--- src/rtl/pwm_bank_pkg.sv ---
package pwm_bank_pkg;
  localparam int ADDR_W   = 5;
  localparam int DATA_W   = 32;
  localparam int MAX_CH   = 7;
  localparam logic [1:0] OFS_CNT = 2'd0;
  localparam logic [1:0] OFS_PER = 2'd1;
  localparam logic [1:0] OFS_WID = 2'd2;
  localparam logic [1:0] OFS_CFG = 2'd3;
  localparam logic [ADDR_W-1:0] ADR_START  = 5'd28;
  localparam logic [ADDR_W-1:0] ADR_STOP   = 5'd29;
  localparam logic [ADDR_W-1:0] ADR_STATUS = 5'd30;

  typedef struct packed {
    logic cnt;
    logic per;
    logic wid;
    logic cfg;
  } chan_wr_t;
endpackage

--- src/rtl/pwm_bus_decode.sv ---
module pwm_bus_decode
  import pwm_bank_pkg::*;
#(
  parameter int NCH = 3
) (
  input  logic                    bus_wr,
  input  logic [ADDR_W-1:0]       bus_addr,
  input  logic [DATA_W-1:0]       bus_wdata,
  output chan_wr_t [NCH-1:0]      chan_wr,
  output logic [NCH-1:0]          start_set,
  output logic [NCH-1:0]          stop_set,
  output logic [NCH-1:0]          status_clr
);
  localparam int SEL_W = ADDR_W - 2;

  logic [SEL_W-1:0] sel;
  logic [1:0]       ofs;

  assign sel = bus_addr[ADDR_W-1:2];
  assign ofs = bus_addr[1:0];

  for (genvar c = 0; c < NCH; c++) begin : g_dec
    logic hit;
    assign hit = bus_wr && (sel == SEL_W'(c));
    assign chan_wr[c].cnt = hit && (ofs == OFS_CNT);
    assign chan_wr[c].per = hit && (ofs == OFS_PER);
    assign chan_wr[c].wid = hit && (ofs == OFS_WID);
    assign chan_wr[c].cfg = hit && (ofs == OFS_CFG);
    assign start_set[c]  = bus_wr && (bus_addr == ADR_START)  && bus_wdata[c];
    assign stop_set[c]   = bus_wr && (bus_addr == ADR_STOP)   && bus_wdata[c];
    assign status_clr[c] = bus_wr && (bus_addr == ADR_STATUS) && bus_wdata[c];
  end
endmodule

--- src/rtl/pwm_chan.sv ---
module pwm_chan
  import pwm_bank_pkg::*;
#(
  parameter int CW = 16
) (
  input  logic          clk,
  input  logic          rst_n,
  input  chan_wr_t      wr,
  input  logic          start_set,
  input  logic          stop_set,
  input  logic          status_clr,
  input  logic [CW-1:0] wdata,
  output logic          running,
  output logic [CW-1:0] count,
  output logic [CW-1:0] period,
  output logic [CW-1:0] width,
  output logic          irq_en,
  output logic          latch,
  output logic          pwm,
  output logic          irq
);
  logic [CW-1:0] last;
  logic          at_end;

  assign last   = period - 1'b1;
  assign at_end = running && (count == last);

  always_ff @(posedge clk) begin
    if (!rst_n) begin
      running <= 1'b0;
      count   <= '0;
      period  <= '0;
      width   <= '0;
      irq_en  <= 1'b0;
      latch   <= 1'b0;
    end else begin
      if (stop_set)       running <= 1'b0;
      else if (start_set) running <= 1'b1;

      if (running) begin
        if (at_end) count <= '0;
        else        count <= count + 1'b1;
      end else if (wr.cnt) begin
        count <= wdata;
      end

      if (wr.per) period <= wdata;
      if (wr.wid) width  <= wdata;
      if (wr.cfg) irq_en <= wdata[0];

      if (at_end)          latch <= 1'b1;
      else if (status_clr) latch <= 1'b0;
    end
  end

  assign pwm = running && (count < width);
  assign irq = latch && irq_en;

  a_r6_step: assert property (@(posedge clk) disable iff (!rst_n)
    (running && (count != period - 1'b1)) |=> (count == $past(count) + 1'b1));
  a_r6_wrap: assert property (@(posedge clk) disable iff (!rst_n)
    (running && (count == period - 1'b1)) |=> (count == '0) && latch);
  a_r4_hold: assert property (@(posedge clk) disable iff (!rst_n)
    (!running && !wr.cnt) |=> $stable(count));
  a_r8_sticky: assert property (@(posedge clk) disable iff (!rst_n)
    (latch && !status_clr) |=> latch);
  a_r7_quiet: assert property (@(posedge clk) disable iff (!rst_n)
    !running |-> !pwm);
endmodule

--- src/rtl/pwm_read_mux.sv ---
module pwm_read_mux
  import pwm_bank_pkg::*;
#(
  parameter int NCH = 3,
  parameter int CW  = 16
) (
  input  logic [ADDR_W-1:0]        addr,
  input  logic [NCH-1:0][CW-1:0]   count,
  input  logic [NCH-1:0][CW-1:0]   period,
  input  logic [NCH-1:0][CW-1:0]   width,
  input  logic [NCH-1:0]           irq_en,
  input  logic [NCH-1:0]           running,
  input  logic [NCH-1:0]           latch,
  output logic [DATA_W-1:0]        rdata
);
  localparam int SEL_W = ADDR_W - 2;

  always_comb begin
    rdata = '0;
    if (addr == ADR_START || addr == ADR_STOP) begin
      rdata = DATA_W'(running);
    end else if (addr == ADR_STATUS) begin
      rdata = DATA_W'(latch);
    end else begin
      for (int c = 0; c < NCH; c++) begin
        if (addr[ADDR_W-1:2] == SEL_W'(c)) begin
          case (addr[1:0])
            OFS_CNT: rdata = DATA_W'(count[c]);
            OFS_PER: rdata = DATA_W'(period[c]);
            OFS_WID: rdata = DATA_W'(width[c]);
            default: rdata = DATA_W'(irq_en[c]);
          endcase
        end
      end
    end
  end
endmodule

--- src/rtl/pwm_timer_bank.sv ---
module pwm_timer_bank
  import pwm_bank_pkg::*;
#(
  parameter int NCH = 3,
  parameter int CW  = 16
) (
  input  logic              clk,
  input  logic              rst_n,
  input  logic              bus_wr,
  input  logic [4:0]        bus_addr,
  input  logic [31:0]       bus_wdata,
  output logic [31:0]       bus_rdata,
  output logic [NCH-1:0]    pwm_out,
  output logic [NCH-1:0]    irq
);
  chan_wr_t [NCH-1:0]    chan_wr;
  logic [NCH-1:0]        start_set, stop_set, status_clr;
  logic [NCH-1:0][CW-1:0] count, period, width;
  logic [NCH-1:0]        irq_en, running, latch;

  pwm_bus_decode #(.NCH(NCH)) u_dec (
    .bus_wr     (bus_wr),
    .bus_addr   (bus_addr),
    .bus_wdata  (bus_wdata),
    .chan_wr    (chan_wr),
    .start_set  (start_set),
    .stop_set   (stop_set),
    .status_clr (status_clr)
  );

  for (genvar c = 0; c < NCH; c++) begin : g_ch
    pwm_chan #(.CW(CW)) u_ch (
      .clk        (clk),
      .rst_n      (rst_n),
      .wr         (chan_wr[c]),
      .start_set  (start_set[c]),
      .stop_set   (stop_set[c]),
      .status_clr (status_clr[c]),
      .wdata      (bus_wdata[CW-1:0]),
      .running    (running[c]),
      .count      (count[c]),
      .period     (period[c]),
      .width      (width[c]),
      .irq_en     (irq_en[c]),
      .latch      (latch[c]),
      .pwm        (pwm_out[c]),
      .irq        (irq[c])
    );
  end

  pwm_read_mux #(.NCH(NCH), .CW(CW)) u_mux (
    .addr    (bus_addr),
    .count   (count),
    .period  (period),
    .width   (width),
    .irq_en  (irq_en),
    .running (running),
    .latch   (latch),
    .rdata   (bus_rdata)
  );

  a_r3_start: assert property (@(posedge clk) disable iff (!rst_n)
    (bus_wr && bus_addr == ADR_START) |=>
      ((running & $past(bus_wdata[NCH-1:0])) == $past(bus_wdata[NCH-1:0])));
  a_r4_stop: assert property (@(posedge clk) disable iff (!rst_n)
    (bus_wr && bus_addr == ADR_STOP) |=>
      ((running & $past(bus_wdata[NCH-1:0])) == '0));
  a_r9_irq_gate: assert property (@(posedge clk) disable iff (!rst_n)
    (irq & ~latch) == '0);
endmodule

--- config.mk ---
export PLATFORM = sky130hd
export DESIGN_NAME = pwm_timer_bank
export DESIGN_NICKNAME = d
export VERILOG_FILES = /design/src/rtl/pwm_bank_pkg.sv /design/src/rtl/pwm_bus_decode.sv /design/src/rtl/pwm_chan.sv /design/src/rtl/pwm_read_mux.sv /design/src/rtl/pwm_timer_bank.sv
export SDC_FILE = /design/constraint.sdc
export NUM_CORES = 1
export LEC_CHECK = 0
export BUFFER_PORTS_ARGS = -buffer_cell sky130_fd_sc_hd__buf_2
export CORE_ASPECT_RATIO = 0.5
export CORE_UTILIZATION = 55
export DETAILED_ROUTE_END_ITERATION = 10
export PLACE_DENSITY = 0.82
export SYNTH_ARGS = -nofsm -noshare
export SYNTH_HDL_FRONTEND = slang
export SYNTH_SLANG_ARGS = --single-unit
--- constraint.sdc ---
create_clock -name clk -period 9.8 [get_ports clk]
set_input_delay 1.96 -clock clk [delete_from_list [all_inputs] [get_ports clk]]
set_output_delay 1.96 -clock clk [all_outputs]
set_load 0.005 [all_outputs]
==> summary.md, run 1 <==
| Metric | Value |
|---|---|
| Post-synth cell types | `67` |
| Initial DRC Count | `1359` |
| Setup Crit Path Kind | `input port to primary output` |
| Vias in the first global route | `9928` |
| Max cap viols | `0` |
| Leading cell type in the layout, fill and taps excluded | `nand2_1` |
| Worst min-delay path class | `flip-flop to flip-flop` |
| Overflow left after global routing | `0` |
| Fin util | `59.7%` |
| Clk root buf | `clkbuf_16` |
| R2R depth | `8` |
| Cell taking the most area after synthesis | `dfxtp_1` |
| Yosys reg bits | `153` |
| Max-slew violation count | `0` |
| Worst VDD drop | `0.131 mV` |
| Reg-to-reg setup timing slack | `5.96 ns` |
| CTS Hold Bufs | `0` |
| CTS Buf Count | `17` |
| Post-detail-place hpwl | `23000 microns` |
| Placed cells | `1721` |
| Non-filler cells, final | `1754` |
| Layout cells sized above 1 | `7.06%` |
| Cell Area, Synth | `10900 sq um` |
| Final Critical Period | `6.31 ns` |
| Vias/cell | `6.18` |
| Fmax achieved | `0.159 GHz` |
| Core ar. | `19500 sq um` |
| Final Setup Violations | `0` |
| TNS Setup | `0 ns` |
| Nature of the critical path endpoint | `primary output` |
| Final Hold Fails | `0` |
| RR Startpoint | `g_ch[1].u_ch.period[0]$_SDFFE_PN0P_` |
| Post-place instance area | `11000 sq um` |
| Post-synthesis async set-or-reset flop share | `0%` |
| Worst-path clk slew | `0.06 ns` |
| Clock Sinks | `153` |
| Layout area overhead | `6.34%` |
| Slew @ Worst Pin | `1.19 ns` |
| Routed WL | `32600 microns` |
| Drt first pass iters | `10` |
| Rows | `36` |
| Post-CTS sizing | `0` |
| Port-buffer cells | `45` |
| Clk_lat worst skew | `0.44 ns` |
| Ratio of final minimum period to clock period | `64.4%` |
| Post-route ant nets | `0` |
| GRT Total Usage | `31.6%` |
| CTS H-Tree Depth | `4` |
| CTS max path bufs | `2` |
| Largest net degree at the start of global routing | `67` |
| Post-synth top flop | `dfxtp_1` |
| Yosys top cell area share | `28.0%` |
| Data required, critical path | `7.84 ns` |
| Final instance area | `11600 sq um` |
| First-pass GRT wire length | `51200 microns` |
| Clock Skews | `0.00716 ns` |
| EDFF count, synth | `0` |
| Wirelength per Cell | `18.6 microns` |
| Hold EP | `g_ch[2].u_ch.width[0]$_SDFFE_PN0P_` |
| Hold Path Depth | `2` |
| Initial antenna violation count | `1` |
| Final nets | `1565` |
| Hold_sp | `g_ch[2].u_ch.width[0]$_SDFFE_PN0P_` |
| Fin worst setup slack | `3.49 ns` |
| Initial core utilization | `56.2%` |
| Worst Setup Start Kind | `input port` |
| Rel. slew slack | `20.2%` |
| Status | `completed` |
| Die Area | `20500 sq um` |
| Sequential-to-total area share from yosys stat | `28.0%` |
| Die height | `102 microns` |
| Most frequent cells in the layout | `nand2_1 (310), a21oi_1 (173), dfxtp_1 (153), o21ai_0 (81), nor2_1 (78)` |
| YS warnings | `0` |
| Number of top-level pins | `78` |
| RePlAce Congestion | `0.912` |
| DRC viols | `0` |
| Area contributors post-synth | `dfxtp_1 (28%), nand2_1 (11%), a21oi_1 (7.9%), mux2i_1 (6.6%), ha_1 (5.8%)` |
| Place WS | `3.58 ns` |
| Reg2reg end | `g_ch[1].u_ch.count[6]$_SDFFE_PN0P_` |
| RSZ-0062 raised after global routing | `no` |
| Vias | `10800` |
| CTS tree | `done` |
| Width of the die | `201 microns` |
| PD cells | `124 nW/um^2` |
| Leak | `0.00442 uW` |
| CP arrival | `4.35 ns` |
| Synthesized area per cell | `7.19 sq um` |
| Post-Syn Instances | `1520` |
| Max FO, Critical Path | `59` |
| Setup Buffers After CTS | `0` |
routing by layer:
metal | track usage [%] | routed length (microns) | up-vias
li1 | - | - | 5136
met2 | 50.7 | 14500 | 566
met5 | 0 | 0 | -
met4 | 13.2 | 887 | 0
met3 | 6.85 | 3510 | 94
met1 | 41.6 | 13700 | 5040
critical path, cell delays in order:
cell	delay (ns)
buf_2	0.07
buf_4	0.47
nor2b_4	0.61
nor2b_1	0.53
a21oi_1	0.11
nand2_1	0.13
a21oi_1	0.05
a221o_1	0.27
buf_2	0.12
metrics by stage:
step / power [uW] / hold WS [ns]
4_1_cts: 1430 / 0.468
3_3_place_gp: 773 / 0.455
3_5_place_dp: 778 / 0.459
6_report: 1440 / 0.470
2_1_floorplan: 743 / 0.440
5_1_grt: 1480 / 0.486
state kept, by name, indices dropped and copies added, names as in the netlist:
signal and count:
g_ch.u_ch.count 48, g_ch.u_ch.irq_en 3, g_ch.u_ch.latch 3, g_ch.u_ch.period 48
g_ch.u_ch.running 3, g_ch.u_ch.width 48
worst max path at each step:
stage,start,end,slack (ns),cells past startpoint
6_report,bus_addr[1],bus_rdata[1],3.49,9
5_1_grt,bus_addr[1],bus_rdata[1],3.34,9
4_1_cts,bus_addr[1],bus_rdata[15],3.58,9
3_5_place_dp,bus_addr[1],bus_rdata[15],3.58,9
3_3_place_gp,bus_addr[1],bus_rdata[15],3.60,9
2_1_floorplan,bus_addr[0],bus_rdata[10],4.21,7
cell type report:
cell class	count	area (sq um)
fillers	1683	7830
multi-input cells	1178	7070
flip-flops and latches	153	3060
clock buffers	19	443
well taps	266	333
repair buffers	57	318
inverters	67	253
clock inverters	13	145
diodes	1	2.50
cell usage after synthesis (15+ instances only):
library cell	count
a21oi_1	173
nand3_1	38
a22oi_1	26
xnor2_1	53
clkbuf_1	98
and3_1	22
nand4_1	16
nor2b_1	15
nor3_1	16
dfxtp_1	153
buf_4	22
inv_1	66
xor2_1	31
nor2_1	78
mux2i_1	72
o21ai_0	81
ha_1	51
a31oi_1	21
nand2_1	310
logic make-up (layout without fill, tap and decap cells):
family / after synthesis / in the layout / share of synthesized area [%]
DFF: 153 / 153 / 28.0
and+or+nand+nor: 565 / 565 / 23.5
adders and majority gates: 51 / 51 / 5.84
other: 1 / 17 / 0.0343
buffers and inverters: 204 / 156 / 8.00
AOI/OAI and AO/OA: 385 / 385 / 20.5
xor gates and xnor gates: 84 / 84 / 6.73
muxes: 77 / 77 / 7.42
power breakdown:
part	total (uW)	internal (uW)	switching (uW)
Clock	673	383	290
Combinational	133	42.7	90.0
Sequential	636	627	9.06
Total	1440	1050	389
Power figures use the tool's default switching activity.
==> run 2, diff against run 1 <==
Settings changed: PLACE_DENSITY 0.82 to 0.85.
Clock period 9.8 ns to 5.52 ns, I/O delays scaled along.
==> run 2 against run 1 <==
Against the previous run: worst setup slack worse by 2.6 ns; critical path depth shrank 1; register-to-register slack got worse by 4.2 ns; utilization rose by 0.21 points; flip-flop and latch count unchanged; final area rose by 0.36%; clock-buffer cell count grew 2.
==> summary.md, run 2 (synthesis results as in run 1) <==
| Metric | Value |
|---|---|
| CTS H-Tree Depth | `4 (unchanged)` |
| Initial core utilization | `56.2% (unchanged)` |
| Final Critical Period | `4.63 ns` |
| Initial antenna violation count | `1 (unchanged)` |
| Initial DRC Count | `1419 (was 1359)` |
| CP most frequent cell | `buf_4` |
| Status | `completed (unchanged)` |
| Wirelength per Cell | `19.1 microns (was 18.6 microns)` |
| Final nets | `1566 (was 1565)` |
| Largest net degree at the start of global routing | `68 (was 67)` |
| Max cap viols | `0 (unchanged)` |
| Post-route ant nets | `0 (unchanged)` |
| Worst VDD drop | `0.138 mV (was 0.131 mV)` |
| First-pass GRT wire length | `53500 microns (was 51200 microns)` |
| CTS tree | `done (unchanged)` |
| Max FO, Critical Path | `61 (was 59)` |
| Critical Path Stages | `8 (was 9)` |
| Vias | `11100 (was 10800)` |
| RePlAce Congestion | `0.970 (was 0.912)` |
| Final Setup Violations | `0 (unchanged)` |
| DRC viols | `0 (unchanged)` |
| Leading cell type in the layout, fill and taps excluded | `nand2_1 (unchanged)` |
| Number of top-level pins | `78 (unchanged)` |
| CTS Hold Bufs | `0 (unchanged)` |
| Top Registers | `g_ch.u_ch.count x48, g_ch.u_ch.period x48, g_ch.u_ch.width x48 (unchanged)` |
| Slew @ Worst Pin | `1.18 ns (was 1.19 ns)` |
| Layout cells sized above 1 | `7.13% (was 7.06%)` |
| Nature of the critical path endpoint | `primary output (unchanged)` |
| Rows | `36 (unchanged)` |
| Final Hold Fails | `0 (unchanged)` |
| Layout area overhead | `6.72% (was 6.34%)` |
| Clock Skews | `0.0103 ns (was 0.00716 ns)` |
| Post-place instance area | `11000 sq um (about the same)` |
| Core ar. | `19500 sq um (unchanged)` |
| Data required, critical path | `4.42 ns (was 7.84 ns)` |
| CTS max path bufs | `2 (unchanged)` |
| Port-buffer cells | `45 (unchanged)` |
| CP peak stage delay | `0.70 ns (was 0.61 ns)` |
| Setup Crit Path Kind | `input port to primary output (unchanged)` |
| Worst-path clk slew | `0.07 ns (was 0.06 ns)` |
| PD cells | `224 nW/um^2 (was 124 nW/um^2)` |
| CP delay by family, top | `buffers and inverters (was simple AND/OR/NAND/NOR gates)` |
| Worst Setup Start Kind | `input port (unchanged)` |
| Rel. slew slack | `21.1% (was 20.2%)` |
| R2R depth | `8 (unchanged)` |
| Fin util | `60.0% (was 59.7%)` |
| Routed WL | `33600 microns (was 32600 microns)` |
| Most frequent cells in the layout | `nand2_1 (310), a21oi_1 (173), dfxtp_1 (153), o21ai_0 (81), nor2_1 (78) (unchanged)` |
| GRT Total Usage | `32.9% (was 31.6%)` |
| Fmax achieved | `0.216 GHz` |
| Final instance area | `11700 sq um (was 11600 sq um)` |
| Clk_lat worst skew | `0.43 ns (was 0.44 ns)` |
| Leak | `0.00446 uW (was 0.00442 uW)` |
| Width of the die | `201 microns (unchanged)` |
| Ratio of final minimum period to clock period | `83.8%` |
| Die height | `102 microns (unchanged)` |
| Worst min-delay path class | `flip-flop to flip-flop (unchanged)` |
| Vias in the first global route | `10200 (was 9928)` |
| Worst Path Buf+Inv | `3 (unchanged)` |
| Max-slew violation count | `0 (unchanged)` |
| Overflow left after global routing | `0 (unchanged)` |
| CP arrival | `3.52 ns (was 4.35 ns)` |
| TNS Setup | `0 ns (unchanged)` |
| Post-CTS sizing | `0 (unchanged)` |
| Post-detail-place hpwl | `23600 microns (was 23000 microns)` |
| Clock Sinks | `153 (unchanged)` |
| Hold Path Depth | `2 (unchanged)` |
| RSZ-0062 raised after global routing | `no (unchanged)` |
| Clk root buf | `clkbuf_16 (unchanged)` |
| Die Area | `20500 sq um (unchanged)` |
| CP Cell Sequence | `buf_4 -> nor2b_4 -> buf_4 -> nand2_1 -> o21ai_0 -> a22oi_1 -> a21oi_1 -> buf_2 (was buf_2 -> buf_4 -> nor2b_4 -> nor2b_1 -> a21oi_1 -> nand2_1 -> a21oi_1 -> a221o_1 -> buf_2)` |
| CTS Buf Count | `17 (unchanged)` |
| Vias/cell | `6.32 (was 6.18)` |
| Drt first pass iters | `6 (was 10)` |
| Setup Buffers After CTS | `0 (unchanged)` |
| Filler Cells Inserted | `1737 (was 1683)` |
| Crit-path slowest cell | `nor2b_4 (unchanged)` |
## run 2: changes by cell type in the layout (fill, tap and decap cells not counted), sizes merged
cell / previous run / this run
clkinv: 5 / 6
inv: 67 / 66
buf: 57 / 58
clkinvlp: 6 / 2
bufinv: 2 / 3
clkbuf: 19 / 21
## run 2: metal layers
| metal | global-route usage, % | wire (microns) |
|---|---|---|
| met2 | 54.3 | 15300 |
| met5 | 0 | 0 |
| met4 | 15.2 | 1110 |
| met3 | 5.95 | 3960 |
| met1 | 42.3 | 13200 |
## run 2: final cells by class
type	instances	area, sq um	area share, %
well taps	266	333	2.85
clock inverters	10	141	1.21
repair buffers	58	325	2.79
diodes	1	2.50	0.0215
clock buffers	21	480	4.12
flip-flops and latches	153	3060	26.3
inverters	67	253	2.17
multi-input cells	1178	7070	60.6
## run 2: per-stage QoR
stage	setup slack (ns)	power [uW]	hold WS (ns)	instances
2_1_floorplan	1.64	1320	0.440	1535
4_1_cts	1.02	2600	0.469	1753
5_1_grt	0.812	2680	0.490	1754
3_3_place_gp	1.07	1370	0.453	1722
6_report	0.894	2610	0.472	1754
3_5_place_dp	1.01	1380	0.461	1722
## run 2: path summary, 6_finish.rpt
path / start / to / slack, ns
worst max register to register: g_ch[1].u_ch.period[0]$_SDFFE_PN0P_ / g_ch[1].u_ch.count[6]$_SDFFE_PN0P_ / 1.77
worst min register to register: g_ch[0].u_ch.width[5]$_SDFFE_PN0P_ / g_ch[0].u_ch.width[5]$_SDFFE_PN0P_ / 0.47
worst min-delay path: g_ch[0].u_ch.width[5]$_SDFFE_PN0P_ / g_ch[0].u_ch.width[5]$_SDFFE_PN0P_ / 0.47
worst max-delay path: bus_addr[0] / bus_rdata[11] / 0.89
## run 2: power by group
group          total (uW)  internal (uW)  switching [uW]  leakage [uW]
combinational         240           75.4             165       0.00292
sequential           1130           1110            16.2       0.00123
clock                1250            759             487      0.000302
total                2610           1950             667       0.00446
## run 2: worst reg2reg max path: stages (launching register included)
cell       delay [ns]
dfxtp_1          0.38
nor4_1           0.51
and2_1           0.32
nand3_1          0.14
or4_1            0.52
a2111oi_0        0.54
a31o_1           0.68
o21ai_0          0.21
a211o_1          0.32
